**src/rtl/grs_pkg.sv**
```systemverilog
package grs_pkg;
  typedef enum logic [1:0] {
    ST_OK    = 2'd0,
    ST_BADOP = 2'd1,
    ST_STACK = 2'd2
  } grs_status_e;

  localparam int unsigned SLOT_CNT  = 8;
  localparam int unsigned SKIP_SLOT = 3;
  localparam int unsigned IDX_W     = 3;
endpackage

```
**src/rtl/grs_limit_chk.sv**
```systemverilog
module grs_limit_chk
  import grs_pkg::*;
#(
  parameter int unsigned ADDR_W = 16,
  parameter int unsigned REG_W  = 32
) (
  input  logic [ADDR_W-1:0] sp,
  input  logic [ADDR_W-1:0] limit,
  input  logic              wide,
  input  logic              is64,
  input  logic              lock_pfx,
  output grs_status_e       verdict
);
  localparam int unsigned BYTES     = REG_W / 8;
  localparam int unsigned SPAN_WIDE = SLOT_CNT * BYTES;
  localparam int unsigned SPAN_NARR = SLOT_CNT * (BYTES / 2);

  logic [ADDR_W:0] last_byte;

  // last byte touched, one extra bit so a wrap past the top is caught
  always_comb begin
    last_byte = {1'b0, sp} + (wide ? (ADDR_W+1)'(SPAN_WIDE) : (ADDR_W+1)'(SPAN_NARR))
                - (ADDR_W+1)'(1);
    if (is64 || lock_pfx)
      verdict = ST_BADOP;
    else if ((sp > limit) || (last_byte > {1'b0, limit}))
      verdict = ST_STACK;
    else
      verdict = ST_OK;
  end
endmodule

```
**src/rtl/grs_ctrl.sv**
```systemverilog
module grs_ctrl
  import grs_pkg::*;
#(
  parameter int unsigned ADDR_W = 16,
  parameter int unsigned REG_W  = 32
) (
  input  logic              clk,
  input  logic              rst,
  input  logic              start,
  input  logic              op32,
  input  logic              mode64,
  input  logic              lock_pfx,
  input  logic [ADDR_W-1:0] sp_in,
  input  logic [ADDR_W-1:0] seg_limit,
  input  logic              wb_last,
  output logic              busy,
  output logic              rd_en,
  output logic [ADDR_W-1:0] rd_addr,
  output logic [IDX_W-1:0]  rd_slot,
  output logic              wide,
  output logic [ADDR_W-1:0] base,
  output logic              flt_pulse,
  output grs_status_e       flt_code
);
  localparam int unsigned BYTES = REG_W / 8;

  typedef enum logic [1:0] {S_IDLE, S_READ, S_DRAIN} ctrl_st_e;

  ctrl_st_e          st;
  grs_status_e       verdict;
  logic [ADDR_W-1:0] step;

  assign step = wide ? ADDR_W'(BYTES) : ADDR_W'(BYTES / 2);

  grs_limit_chk #(.ADDR_W(ADDR_W), .REG_W(REG_W)) u_chk (
    .sp      (sp_in),
    .limit   (seg_limit),
    .wide    (op32),
    .is64    (mode64),
    .lock_pfx(lock_pfx),
    .verdict (verdict)
  );

  always_ff @(posedge clk) begin
    if (rst) begin
      st        <= S_IDLE;
      busy      <= 1'b0;
      rd_en     <= 1'b0;
      rd_addr   <= '0;
      rd_slot   <= '0;
      wide      <= 1'b0;
      base      <= '0;
      flt_pulse <= 1'b0;
      flt_code  <= ST_OK;
    end else begin
      flt_pulse <= 1'b0;
      case (st)
        S_IDLE: begin
          if (start) begin
            if (verdict != ST_OK) begin
              flt_pulse <= 1'b1;
              flt_code  <= verdict;
            end else begin
              st      <= S_READ;
              busy    <= 1'b1;
              rd_en   <= 1'b1;
              rd_addr <= sp_in;
              rd_slot <= '0;
              wide    <= op32;
              base    <= sp_in;
            end
          end
        end
        S_READ: begin
          if (rd_slot == IDX_W'(SLOT_CNT - 1)) begin
            rd_en <= 1'b0;
            st    <= S_DRAIN;
          end else begin
            rd_slot <= rd_slot + IDX_W'(1);
            rd_addr <= rd_addr + step;
          end
        end
        S_DRAIN: begin
          if (wb_last) begin
            st   <= S_IDLE;
            busy <= 1'b0;
          end
        end
        default: st <= S_IDLE;
      endcase
    end
  end

  // successive reads advance by one slot
  p_read_step_r2: assert property (@(posedge clk) disable iff (rst)
    (rd_en && $past(rd_en)) |-> (rd_addr == $past(rd_addr) + step));

  // reads only while the command is marked busy
  p_read_busy_r11: assert property (@(posedge clk) disable iff (rst)
    rd_en |-> busy);
endmodule

```
**src/rtl/grs_wb.sv**
```systemverilog
module grs_wb
  import grs_pkg::*;
#(
  parameter int unsigned ADDR_W = 16,
  parameter int unsigned REG_W  = 32
) (
  input  logic               clk,
  input  logic               rst,
  input  logic               rd_en,
  input  logic [IDX_W-1:0]   rd_slot,
  input  logic [REG_W-1:0]   mem_rdata,
  input  logic               wide,
  input  logic [ADDR_W-1:0]  base,
  input  logic               flt_pulse,
  input  grs_status_e        flt_code,
  output logic               rf_we,
  output logic [IDX_W-1:0]   rf_idx,
  output logic [REG_W-1:0]   rf_wdata,
  output logic [REG_W/8-1:0] rf_wmask,
  output logic               last_wr,
  output logic               sp_we,
  output logic [ADDR_W-1:0]  sp_wdata,
  output logic               done,
  output grs_status_e        status
);
  localparam int unsigned BYTES     = REG_W / 8;
  localparam int unsigned HALF      = REG_W / 2;
  localparam int unsigned SPAN_WIDE = SLOT_CNT * BYTES;
  localparam int unsigned SPAN_NARR = SLOT_CNT * (BYTES / 2);

  logic              v1;
  logic [IDX_W-1:0]  s1;
  logic [REG_W-1:0]  data_sel;
  logic [BYTES-1:0]  mask_sel;

  always_comb begin
    data_sel = wide ? mem_rdata : {{HALF{1'b0}}, mem_rdata[HALF-1:0]};
    mask_sel = wide ? {BYTES{1'b1}} : {{(BYTES/2){1'b0}}, {(BYTES/2){1'b1}}};
  end

  always_ff @(posedge clk) begin
    if (rst) begin
      v1       <= 1'b0;
      s1       <= '0;
      rf_we    <= 1'b0;
      rf_idx   <= '0;
      rf_wdata <= '0;
      rf_wmask <= '0;
      last_wr  <= 1'b0;
      sp_we    <= 1'b0;
      sp_wdata <= '0;
      done     <= 1'b0;
      status   <= ST_OK;
    end else begin
      v1      <= rd_en;
      s1      <= rd_slot;
      rf_we   <= v1 && (s1 != IDX_W'(SKIP_SLOT));
      last_wr <= v1 && (s1 == IDX_W'(SLOT_CNT - 1));
      if (v1) begin
        rf_idx   <= IDX_W'(SLOT_CNT - 1) - s1;
        rf_wdata <= data_sel;
        rf_wmask <= mask_sel;
      end
      done  <= last_wr || flt_pulse;
      sp_we <= last_wr;
      if (last_wr) begin
        sp_wdata <= base + (wide ? ADDR_W'(SPAN_WIDE) : ADDR_W'(SPAN_NARR));
        status   <= ST_OK;
      end else if (flt_pulse) begin
        status <= flt_code;
      end
    end
  end

  // the saved stack-pointer slot never reaches the register file
  p_skip_slot_r3: assert property (@(posedge clk) disable iff (rst)
    rf_we |-> (rf_idx != IDX_W'(SLOT_CNT - 1 - SKIP_SLOT)));

  // stack pointer is only updated on a clean completion
  p_sp_ok_r5: assert property (@(posedge clk) disable iff (rst)
    sp_we |-> (done && status == ST_OK));
endmodule

```
**src/rtl/gpr_restore_seq.sv**
```systemverilog
module gpr_restore_seq
  import grs_pkg::*;
#(
  parameter int unsigned ADDR_W = 16,
  parameter int unsigned REG_W  = 32
) (
  input  logic               clk,
  input  logic               rst,
  input  logic               start,
  input  logic               op32,
  input  logic               mode64,
  input  logic               lock,
  input  logic [ADDR_W-1:0]  sp_in,
  input  logic [ADDR_W-1:0]  seg_limit,
  output logic               busy,
  output logic               mem_rd_en,
  output logic [ADDR_W-1:0]  mem_addr,
  input  logic [REG_W-1:0]   mem_rdata,
  output logic               rf_we,
  output logic [2:0]         rf_idx,
  output logic [REG_W-1:0]   rf_wdata,
  output logic [REG_W/8-1:0] rf_wmask,
  output logic               sp_we,
  output logic [ADDR_W-1:0]  sp_wdata,
  output logic               done,
  output logic [1:0]         status
);
  logic              wb_last;
  logic [IDX_W-1:0]  rd_slot;
  logic              wide;
  logic [ADDR_W-1:0] base;
  logic              flt_pulse;
  grs_status_e       flt_code;
  grs_status_e       status_e;

  grs_ctrl #(.ADDR_W(ADDR_W), .REG_W(REG_W)) u_ctrl (
    .clk      (clk),
    .rst      (rst),
    .start    (start),
    .op32     (op32),
    .mode64   (mode64),
    .lock_pfx (lock),
    .sp_in    (sp_in),
    .seg_limit(seg_limit),
    .wb_last  (wb_last),
    .busy     (busy),
    .rd_en    (mem_rd_en),
    .rd_addr  (mem_addr),
    .rd_slot  (rd_slot),
    .wide     (wide),
    .base     (base),
    .flt_pulse(flt_pulse),
    .flt_code (flt_code)
  );

  grs_wb #(.ADDR_W(ADDR_W), .REG_W(REG_W)) u_wb (
    .clk      (clk),
    .rst      (rst),
    .rd_en    (mem_rd_en),
    .rd_slot  (rd_slot),
    .mem_rdata(mem_rdata),
    .wide     (wide),
    .base     (base),
    .flt_pulse(flt_pulse),
    .flt_code (flt_code),
    .rf_we    (rf_we),
    .rf_idx   (rf_idx),
    .rf_wdata (rf_wdata),
    .rf_wmask (rf_wmask),
    .last_wr  (wb_last),
    .sp_we    (sp_we),
    .sp_wdata (sp_wdata),
    .done     (done),
    .status   (status_e)
  );

  assign status = status_e;

  // a rejected command leaves registers and stack pointer alone
  p_fault_quiet_r8: assert property (@(posedge clk) disable iff (rst)
    (done && status != 2'd0) |-> (!rf_we && !sp_we));

  // an invalid command accepted while idle issues no read
  p_badop_noread_r6: assert property (@(posedge clk) disable iff (rst)
    (start && !busy && (mode64 || lock)) |=> !mem_rd_en);
endmodule

```
**config.mk**
```make
export PLATFORM = sky130hd
export DESIGN_NAME = gpr_restore_seq
export DESIGN_NICKNAME = d
export VERILOG_FILES = /design/src/rtl/grs_pkg.sv /design/src/rtl/grs_limit_chk.sv /design/src/rtl/grs_ctrl.sv /design/src/rtl/grs_wb.sv /design/src/rtl/gpr_restore_seq.sv
export SDC_FILE = /design/constraint.sdc
export NUM_CORES = 1
export LEC_CHECK = 0
export CORE_MARGIN = 1.5
export CORE_UTILIZATION = 50
export DETAILED_ROUTE_END_ITERATION = 8
export DONT_BUFFER_PORTS = 1
export PLACE_DENSITY_LB_ADDON = 0.12
export SLEW_MARGIN = 20
export SYNTH_ARGS = -nofsm -noshare
export SYNTH_HDL_FRONTEND = slang
export SYNTH_HIERARCHICAL = 1
export SYNTH_SLANG_ARGS = --single-unit
```
**constraint.sdc**
```tcl
create_clock -name clk -period 6.6 [get_ports clk]
set_input_delay 1.98 -clock clk [delete_from_list [all_inputs] [get_ports clk]]
set_output_delay 1.98 -clock clk [all_outputs]
set_load 0.01 [all_outputs]
```
# After elaboration in Yosys (flattened, before gate mapping)
# Cells that the tools add are included.
# classes
add_sub_neg	6
n_reduce_logical	17
bitwise_logic	3
eq_ne	10
muxes	27
order_cmp	2
# op_table
cell	n
16-bit 2-to-1 mux	3
16-bit adder	2
32-bit 2-to-1 mux	1
16-bit one-hot mux with 2 select lines	1
16-bit by 17-bit adder with 17-bit output	1
17-bit by 16-bit greater-than comparator with 1-bit output	1
17-bit by 1-bit subtractor with 17-bit output, second input constant	1
16-bit greater-than comparator	1
4-bit AND reduction	4
2-bit 2-to-1 mux	6
3-bit 2-to-1 mux	4
6-bit 2-to-1 mux	2
3-bit equality test, second input constant	2
2-bit != test, second input constant	3
2-bit one-hot mux with 3 select lines	1
3-bit one-hot mux with 2 select lines	1
3-bit AND reduction	2
2-bit nonzero test	3
1-bit 2-to-1 mux	5
4-bit 2-to-1 mux	1
2-bit by 1-bit != test with 1-bit output, second input constant	2
1-bit one-hot mux with 2 select lines	2
3-bit by 1-bit adder with 3-bit output, second input constant	1
1-bit logical OR	3
9 further kinds	12
# totals
reg_bits	108
inputBits	70

# Logic depth before layout (Yosys ltp)
# Gate-level depths: netlist of run 1.
# logic_depth
depth_word	11
mapped_depth	22
depth_no_buf	21

# By module
# The synthesis of run 1 kept the hierarchy.
# modules_own_cells
module	seq_area_each_um2	cells_each	n_inst	area_per_inst_um2
grs_wb	1261.2	246	1	2431.1
grs_ctrl	860.8	248	1	2154.6
grs_limit_chk	0.0	209	1	1527.7

# Worst setup path before layout of run 1
# Ideal clock, no wire load.
# synth_timing
path_kind	input port to flip-flop
startpoint	input sp_in[4]
endpoint	register u_ctrl.rd_addr[2]
arrival_time_ps	6254
setup_slack_ps	258
path_stages	22
required_ps	6512
setup_time_ps	88
path_cell_list	inv_1 > ha_1 > inv_1 > ha_1 > and3_1 > a221o_1 > o311ai_2 > a21oi_1 > o41ai_2 > xnor2_1 > ha_1 > and3_1 > a221o_1 > a31oi_1 > o21ai_0 > o41ai_1 > a31oi_1 > nor4b_4 > o21ba_4 > buf_8 > nor2_2 > a311oi_2
# synth_between
elab_chain_cells	9
elab_cells_between_ends	10
cone_classes	2 x add/sub; 2 x order compare; 1 x eq/ne; 2 x mux; 3 x reduce/logical
# synth_rtl
item	line	text
start: declaration	gpr_restore_seq.sv:13	input logic [ADDR_W-1:0] sp_in,
16-bit by 17-bit adder with 17-bit output	grs_limit_chk.sv:22	last_byte = {1'b0, sp} + (wide ? (ADDR_W+1)'(SPAN_WIDE) : (ADDR_W+1)'(SPAN_NARR))
17-bit by 1-bit subtractor with 17-bit output	grs_limit_chk.sv:23	- (ADDR_W+1)'(1);
17-bit by 16-bit greater-than comparator with 1-bit output	grs_limit_chk.sv:26	else if ((sp > limit) || (last_byte > {1'b0, limit}))
1-bit logical OR *	grs_limit_chk.sv:26	
2-bit 2-to-1 mux *	grs_limit_chk.sv:26	
2-bit 2-to-1 mux *	grs_limit_chk.sv:24	if (is64 || lock_pfx)
via u_ctrl.verdict[1]	grs_ctrl.sv:30	grs_status_e verdict;
2-bit nonzero test *	grs_ctrl.sv:60	if (verdict != ST_OK) begin
2-bit != test (no line) *	--	
4-bit AND reduction (no line) *	--	
end signal: assignment	grs_ctrl.sv:67	rd_addr <= sp_in;
end signal: assignment	grs_ctrl.sv:80	rd_addr <= rd_addr + step;
end: declaration	grs_ctrl.sv:18	output logic [ADDR_W-1:0] rd_addr,
# The timed path passes the listed nets; every way through them passes the cells marked *.
# A chain may end at the register's enable or synchronous reset.

# Final worst setup path of run 1
# layout_timing
startpoint	input op32
endpoint	register u_ctrl.rd_addr[6]
# layout_between
elab_chain_cells	10
# layout_rtl
item	line	text
start: declaration	gpr_restore_seq.sv:10	input logic op32,
6-bit 2-to-1 mux	grs_limit_chk.sv:22	
16-bit by 17-bit adder with 17-bit output	grs_limit_chk.sv:22	
17-bit by 1-bit subtractor with 17-bit output	grs_limit_chk.sv:23	
17-bit by 16-bit greater-than comparator with 1-bit output	grs_limit_chk.sv:26	
1-bit logical OR	grs_limit_chk.sv:26	
2-bit 2-to-1 mux	grs_limit_chk.sv:26	
2-bit 2-to-1 mux	grs_limit_chk.sv:24	
via u_ctrl.verdict[1]	grs_ctrl.sv:30	
2-bit nonzero test	grs_ctrl.sv:60	
2-bit != test (no line)	--	
4-bit AND reduction (no line)	--	
# The timed path passes the listed nets, and every way through them passes these cells.

==> results of run 1 <==
[cells by family (layout without fill, tap and decap cells)]
| group | after synthesis | after routing | synth area share (%) |
|---|---|---|---|
| AOI/OAI and AO/OA | 174 | 174 | 20.22 |
| xor gates and xnor gates | 16 | 16 | 2.292 |
| adders and majority gates | 58 | 58 | 12.24 |
| buffers and inverters | 86 | 80 | 6.631 |
| DFF | 106 | 106 | 34.71 |
| muxes | 28 | 28 | 4.605 |
| and+or+nand+nor | 235 | 235 | 19.30 |
[critical path, cell delays in order]
cell and delay, ns:
sky130_fd_sc_hd__inv_1 0.02, sky130_fd_sc_hd__ha_1 0.26, sky130_fd_sc_hd__inv_1 0.04, sky130_fd_sc_hd__ha_1 0.34, sky130_fd_sc_hd__and3_1 0.17, sky130_fd_sc_hd__a221o_1 0.36, sky130_fd_sc_hd__o311ai_2 0.33, sky130_fd_sc_hd__a21oi_1 0.15
sky130_fd_sc_hd__o41ai_2 0.25, sky130_fd_sc_hd__xnor2_1 0.18, sky130_fd_sc_hd__ha_1 0.27, sky130_fd_sc_hd__and3_1 0.20, sky130_fd_sc_hd__a221o_1 0.34, sky130_fd_sc_hd__a31oi_1 0.16, sky130_fd_sc_hd__o21ai_0 0.10, sky130_fd_sc_hd__o41ai_1 0.07
sky130_fd_sc_hd__a31oi_1 0.14, sky130_fd_sc_hd__buf_4 0.18, sky130_fd_sc_hd__nor4b_4 0.30, sky130_fd_sc_hd__o21ba_4 0.27, sky130_fd_sc_hd__buf_12 0.17, sky130_fd_sc_hd__a21oi_2 0.06, sky130_fd_sc_hd__a211oi_2 0.20
[cell usage after synthesis, types with 12 or more instances]
library cell	number	area share (%)
sky130_fd_sc_hd__o21ai_0	28	2.3
sky130_fd_sc_hd__nand2_1	61	3.7
sky130_fd_sc_hd__a22oi_1	19	2.3
sky130_fd_sc_hd__nor2_1	83	5.1
sky130_fd_sc_hd__inv_1	51	3.1
sky130_fd_sc_hd__mux2i_1	27	4.4
sky130_fd_sc_hd__ha_1	55	11
sky130_fd_sc_hd__a21oi_2	12	1.7
sky130_fd_sc_hd__dfxtp_1	106	35
sky130_fd_sc_hd__nand3_1	12	0.98
sky130_fd_sc_hd__clkbuf_1	14	0.86
sky130_fd_sc_hd__a21oi_1	49	4.0
[worst max path at each step]
stage | startpoint | to
after global placement | op32 | u_ctrl/rd_addr[6]
after floorplan | sp_in[4] | u_ctrl/rd_addr[2]
after CTS | op32 | u_ctrl/rd_addr[8]
final | op32 | u_ctrl/rd_addr[6]
after global routing | sp_in[4] | u_ctrl/rd_addr[11]
after detailed placement | op32 | u_ctrl/rd_addr[8]
[metrics by stage]
stage          worst slack (ns)  power (mW)  hold slack [ns]  utilization (%)  setup TNS [ns]
3_5_place_dp           -0.08649      0.9498           0.4485            51.73         -0.4108
6_report                 0.3228       1.470           0.4587            54.46               0
5_1_grt                 0.02440       1.547           0.4727            54.46               0
4_1_cts                  0.2866       1.482           0.4577            54.25               0
2_1_floorplan            0.2575      0.8971           0.4360                -               0
3_3_place_gp            0.03790      0.9424           0.4432            51.73               0
[flip-flops by register name (all words and copies together), names as in the netlist, 2 cells and up]
| name | cells |
|---|---|
| u_wb/rf_wdata | 32 |
| u_ctrl/base | 16 |
| u_ctrl/rd_addr | 16 |
| u_wb/sp_wdata | 16 |
| u_ctrl/rd_slot | 3 |
| u_wb/rf_idx | 3 |
| u_wb/s1 | 3 |
| u_ctrl/flt_code | 2 |
| u_ctrl/st | 2 |
| u_wb/rf_wmask | 2 |
| u_wb/status | 2 |
[report_power, final]
group / total [mW] / internal (mW) / switching [mW]
Sequential: 0.691 / 0.658 / 0.0333
Combinational: 0.251 / 0.115 / 0.137
Clock: 0.528 / 0.271 / 0.257
Total: 1.47 / 1.04 / 0.427
[layer usage]
metal	GRT usage [%]	up-vias	share of wire [%]
met5	0	-	0
met4	7.333	0	1.4
met3	6.482	15	8.0
met2	37.95	193	46
met1	30.87	2270	45
li1	-	2497	-
[cell usage in the layout, fill, tap and decap left out, types with 3 or more instances in the layout]
master,Yosys,final
sky130_fd_sc_hd__a21oi_2,12,12
sky130_fd_sc_hd__nand4_1,10,10
sky130_fd_sc_hd__o21ai_0,28,28
sky130_fd_sc_hd__nand3_1,12,12
sky130_fd_sc_hd__o32ai_1,4,4
sky130_fd_sc_hd__nor2b_1,11,10
sky130_fd_sc_hd__and4_1,3,3
sky130_fd_sc_hd__xor2_1,6,6
sky130_fd_sc_hd__nand2b_1,5,5
sky130_fd_sc_hd__or2_2,3,3
sky130_fd_sc_hd__a21o_1,6,6
sky130_fd_sc_hd__ha_1,55,55
sky130_fd_sc_hd__mux2i_1,27,27
sky130_fd_sc_hd__nor2_1,83,83
sky130_fd_sc_hd__dfxtp_1,106,105
sky130_fd_sc_hd__nand2_1,61,61
sky130_fd_sc_hd__fa_1,3,3
sky130_fd_sc_hd__clkbuf_16,0,9
sky130_fd_sc_hd__a211oi_2,5,5
sky130_fd_sc_hd__or4_1,3,3
sky130_fd_sc_hd__a22oi_1,19,19
sky130_fd_sc_hd__inv_1,51,51
sky130_fd_sc_hd__buf_4,3,10
sky130_fd_sc_hd__a21oi_1,49,49
sky130_fd_sc_hd__a311oi_1,7,7
sky130_fd_sc_hd__and3_1,5,5
sky130_fd_sc_hd__nor3_1,11,11
sky130_fd_sc_hd__o221ai_1,3,3
sky130_fd_sc_hd__a211oi_1,11,11
sky130_fd_sc_hd__or3_1,3,3
sky130_fd_sc_hd__o31ai_1,4,4
sky130_fd_sc_hd__inv_8,0,3
sky130_fd_sc_hd__xnor2_1,10,10
[final cells by class]
cell class	count	area [µm²]	area share (%)
Multi-Input combinational cell	511	3595	55.19
Sequential cell	106	2123	32.60
Clock buffer	9	225.2	3.458
Inverter	52	195.2	2.997
Tap cell	147	183.9	2.824
Timing Repair Buffer	12	115.1	1.767
Clock inverter	7	76.32	1.172
[timing repair]
item | CTS | global route
setup endpoints to repair | 0 | 12
gates resized for setup | 0 | 2
buffers inserted | 0 | 2
hold buffers | 0 | 0
==> qor.tcl, run 1 <==
set qor(yosys_warning_count) 6
set qor(ys_flop_type) {sky130_fd_sc_hd__dfxtp_1}
set qor(finalHoldViolations) 0
set qor(place_inst) 826
set qor(floorplan.die.height_um) 113.6
set qor(syn_inst) 703
set qor(timing_max_transition_violations_final) 0
set qor(clock_skew_ns) 0.01184
set qor(cp-end-kind) {register}
set qor(root_buffer) {sky130_fd_sc_hd__clkbuf_16}
set qor(timing.slew.headroom_pct) 53.88
set qor(drt-initial-drc-count) 359
set qor(worst_setup_path_category) {primary input to register}
set qor(min_delay_path_depth) 1
set qor(leakage_power_summed_over_all_cells_nw) 2.483
set qor(ys_seq_area_share_pct) 34.71
set qor(post_dp_cell_area_mm2) 0.006187
set qor(drt-pass1-iter-count) 5
set qor(timing_worst_slew_pin_value_ns) 0.6909
set qor(core.rowCount) 40
set qor(power-per-cell-area_mw_per_mm2) 225.7
set qor(critPathArrivalTime_ns) 6.55
set qor(layout_worst_path_cycle_share_pct) 95.11
set qor(avgSynthCellArea_um2) 8.696
set qor(clock-sinks) 106
set qor(regToRegEndpoint) {u_ctrl/rd_addr[15]}
set qor(asyncSetResetFlopFracSynth_pct) 0
set qor(antenna_left) 0
set qor(die-area_mm2) 0.01290
set qor(post_route_cells_drive_above_1_share_pct) 10.19
set qor(setup_viol) 0
set qor(synth_to_layout_area_growth_pct) 6.549
set qor(first_global_vias) 4769
set qor(wire_length_of_the_first_global_routing_pass_um) 24290
set qor(nets) 820
set qor(track_usage_pct) 23.58
set qor(finalInstanceArea_mm2) 0.006514
set qor(place_congestion) 0.8832
set qor(reg2reg_setup_slack_ns) 4.33
set qor(cts.htree.levels) 3
set qor(min-delay-start) {u_wb/s1[0]}
set qor(yosysUniqueCellTypes) 77
set qor(cts.clk_slew.worst_paths_ns) 0.08
set qor(yosys_register_bits) 106
set qor(run_status) {completed}
set qor(achievable-frequency_ghz) 0.1593
set qor(syn-num-nets) 831
set qor(io_pins) 148
set qor(via_count) 4975
set qor(drc_errors) 0
set qor(layout.filler_cells) 1112
set qor(worstSkewPairLatency_ns) 0.35
set qor(port_buffers) 0
set qor(cp_data_required_time_ns) 6.88
set qor(vias_per_cell) 5.895
set qor(worstPathMaxFanout) 11
set qor(start_util_pct) 51.11
set qor(grt_max_degree) 108
set qor(r2r.worst_path.cells) 6
set qor(detail_route.wl_per_cell_um) 17.80
set qor(hpwl_um) 11350
set qor(non_filler_instance_count_after_layout) 844
set qor(clockBufferDepth) 2
set qor(totalWireLength_um) 15020
set qor(antennaDiodeCount) 0
set qor(die_width_um) 113.6
set qor(max_capacitance_violation_count) 0
set qor(min_path_type) {register to register}
set qor(cell_area_after_synthesis_mm2) 0.006113
set qor(grt_antenna_before_repair) 0
set qor(grt.overflow.total) 0
set qor(design.core.area_mm2) 0.01196
set qor(ir_drop_mv) 0.1113
set qor(cts_tree) {done}
set qor(post-route-min-period_ns) 6.277
set qor(hold_path_end) {u_wb/rf_idx[0]}
set qor(grt_setup_unrepaired) {false}
set qor(startpoint_type) {primary input}
set qor(synth-edff-count) 0
set qor(cts-buffers-inserted) 9
set qor(crit-reg2reg-launch) {u_ctrl/rd_addr[1]}
Power figures use the tool's default switching activity.
==> run 2, diff against run 1 <==
--- a/config.mk
+++ b/config.mk
@@ -9,7 +9,7 @@
 export CORE_UTILIZATION = 50
 export DETAILED_ROUTE_END_ITERATION = 8
 export DONT_BUFFER_PORTS = 1
-export PLACE_DENSITY_LB_ADDON = 0.12
+export PLACE_DENSITY = 0.68
 export SLEW_MARGIN = 20
 export SYNTH_ARGS = -nofsm -noshare
 export SYNTH_HDL_FRONTEND = slang
==> qor.tcl, run 2 (synthesis gave the netlist of run 1 again) <==
set qor(run_status) {completed}
set qor(reg2reg_setup_slack_ns) 4.36
set qor(cts-buffers-inserted) 9
set qor(root_buffer) {sky130_fd_sc_hd__clkbuf_16}
set qor(grt.met3_usage_pct) 6.111
set qor(place_congestion) 0.9093
set qor(nets) 820
set qor(wire_length_of_the_first_global_routing_pass_um) 23690
set qor(synth_to_layout_area_growth_pct) 6.795
set qor(worstPathMaxFanout) 6
set qor(post_route_cells_drive_above_1_share_pct) 10.04
set qor(drc_errors) 0
set qor(detail_route.wl_per_cell_um) 17.94
set qor(antenna_left) 0
set qor(critical_path.n_buffers_inverters) 2
set qor(busiest_layer) {met2}
set qor(leakage_power_summed_over_all_cells_nw) 2.482
set qor(vias_per_cell) 5.922
set qor(track_usage_pct) 23.28
set qor(met2_usage_pct) 37.75
set qor(layout_worst_path_cycle_share_pct) 94.00
set qor(ir_drop_mv) 0.1244
set qor(port_buffers) 0
set qor(largest-register) {u_wb/rf_wdata}
set qor(setup_viol) 0
set qor(fin_setup_tns_ns) 0
set qor(commonest_cells_after_routing_fill_and_taps_aside) {sky130_fd_sc_hd__dfxtp_1 (105), sky130_fd_sc_hd__nor2_1 (83), sky130_fd_sc_hd__nand2_1 (61), sky130_fd_sc_hd__ha_1 (55), sky130_fd_sc_hd__inv_1 (51)}
set qor(power-per-cell-area_mw_per_mm2) 226.1
set qor(max_capacitance_violation_count) 0
set qor(grt.overflow.total) 0
set qor(crit_path_max_incr_delay_ns) 0.42
set qor(io_pins) 148
set qor(start_util_pct) 51.11
set qor(first_global_vias) 4605
set qor(max_reg_flops) 32
set qor(cts_tree) {done}
set qor(worstSkewPairLatency_ns) 0.36
set qor(cts.clk_slew.worst_paths_ns) 0.08
set qor(path_cells) {inv_1 -> ha_1 -> fa_1 -> a211oi_1 -> o21ai_0 -> a211o_1 -> a2111oi_1 -> nor2_1 -> xor2_1 -> ha_1 -> and3_1 -> a221o_1 -> a31oi_1 -> o21ai_0 -> o41ai_1 -> a31oi_2 -> nor4b_4 -> o21ba_4 -> buf_4 -> nor2_2 -> a311oi_2}
set qor(global_route.usage.met1_pct) 30.40
set qor(timing.slew.headroom_pct) 52.38
set qor(achievable-frequency_ghz) 0.1612
set qor(clock-sinks) 106
set qor(min_path_type) {register to register}
set qor(path_delay_family) {compound AO/OA/AOI/OAI gates}
set qor(hpwl_um) 11550
set qor(cp-end-kind) {register}
set qor(totalWireLength_um) 15140
set qor(antennaDiodeCount) 0
set qor(layout_commonest_cell) {sky130_fd_sc_hd__dfxtp_1}
set qor(worst_setup_path_category) {primary input to register}
set qor(post-route-min-period_ns) 6.204
set qor(grt_max_degree) 108
set qor(finalHoldViolations) 0
set qor(slowest_stage) {sky130_fd_sc_hd__fa_1}
set qor(startpoint_type) {primary input}
set qor(timing_max_transition_violations_final) 0
set qor(drt-initial-drc-count) 330
set qor(grt_antenna_before_repair) 0
set qor(critPathArrivalTime_ns) 6.47
set qor(die-area_mm2) 0.01290
set qor(cts.htree.levels) 3
set qor(layout.filler_cells) 1109
set qor(timing_worst_slew_pin_value_ns) 0.7133
set qor(drt-pass1-iter-count) 5
set qor(die_width_um) 113.6
set qor(fin_hold_ws_ns) 0.4551
set qor(cp_data_required_time_ns) 6.87
set qor(via_count) 4998
set qor(design.core.area_mm2) 0.01196
set qor(floorplan.die.height_um) 113.6
set qor(clock_skew_ns) 0.01395
set qor(clockBufferDepth) 2
set qor(core.rowCount) 40
## run 2: stage by stage
stage	worst slack [ns]	area, µm²	utilization [%]	instances	power [mW]
2_1_floorplan	0.2575	6113	-	703	0.8971
3_3_place_gp	0.05421	6180	51.66	825	0.9391
3_5_place_dp	-0.1630	6180	51.66	825	0.9461
4_1_cts	0.1940	6487	54.24	841	1.481
5_1_grt	-0.01977	6529	54.58	844	1.548
6_report	0.3963	6529	54.58	844	1.476
## run 2: final cells by class
class	instances	area, µm²	area share [%]
well taps	147	183.9	2.817
clock inverters	7	82.58	1.265
repair buffers	12	115.1	1.763
flip-flops and latches	106	2123	32.52
clock buffers	9	225.2	3.450
multi-input cells	511	3603	55.19
inverters	52	195.2	2.990
## run 2: where the power goes
group          switching [mW]  internal (mW)
clock network           0.264          0.272
logic                   0.138          0.112
registers              0.0330          0.658
## run 2: tightest hold or removal path: cells and delay by family (launching register included)
| family | cells | cell delay [ns] |
|---|---|---|
| simple gates | 1 | 0.05 |
| compound gates | 1 | 0.05 |
| flops | 1 | 0.31 |
## run 2: final timing paths
path / from / to / cells past startpoint
max: sp_in[1] / u_ctrl/rd_addr[2] / 21
min: u_ctrl/base[2] / u_ctrl/base[2] / 2
max reg2reg: u_ctrl/rd_addr[1] / u_ctrl/rd_addr[15] / 6
min reg2reg: u_ctrl/base[2] / u_ctrl/base[2] / 2
## run 2: layer usage
metal | vias up | share of wire, % | routed length, µm
met5 | - | 0 | 0
met4 | 0 | 1.8 | 269
met3 | 18 | 8.1 | 1227
met2 | 200 | 46 | 6891
met1 | 2285 | 45 | 6754
li1 | 2495 | - | -
## run 2: timing repair
| action | 4_1_cts | 5_1_grt |
|---|---|---|
| gates resized for setup | 0 | 3 |
| endpoints found under the setup margin | 0 | 38 |
| buffers inserted | 0 | 3 |
| hold buffers | 0 | 0 |
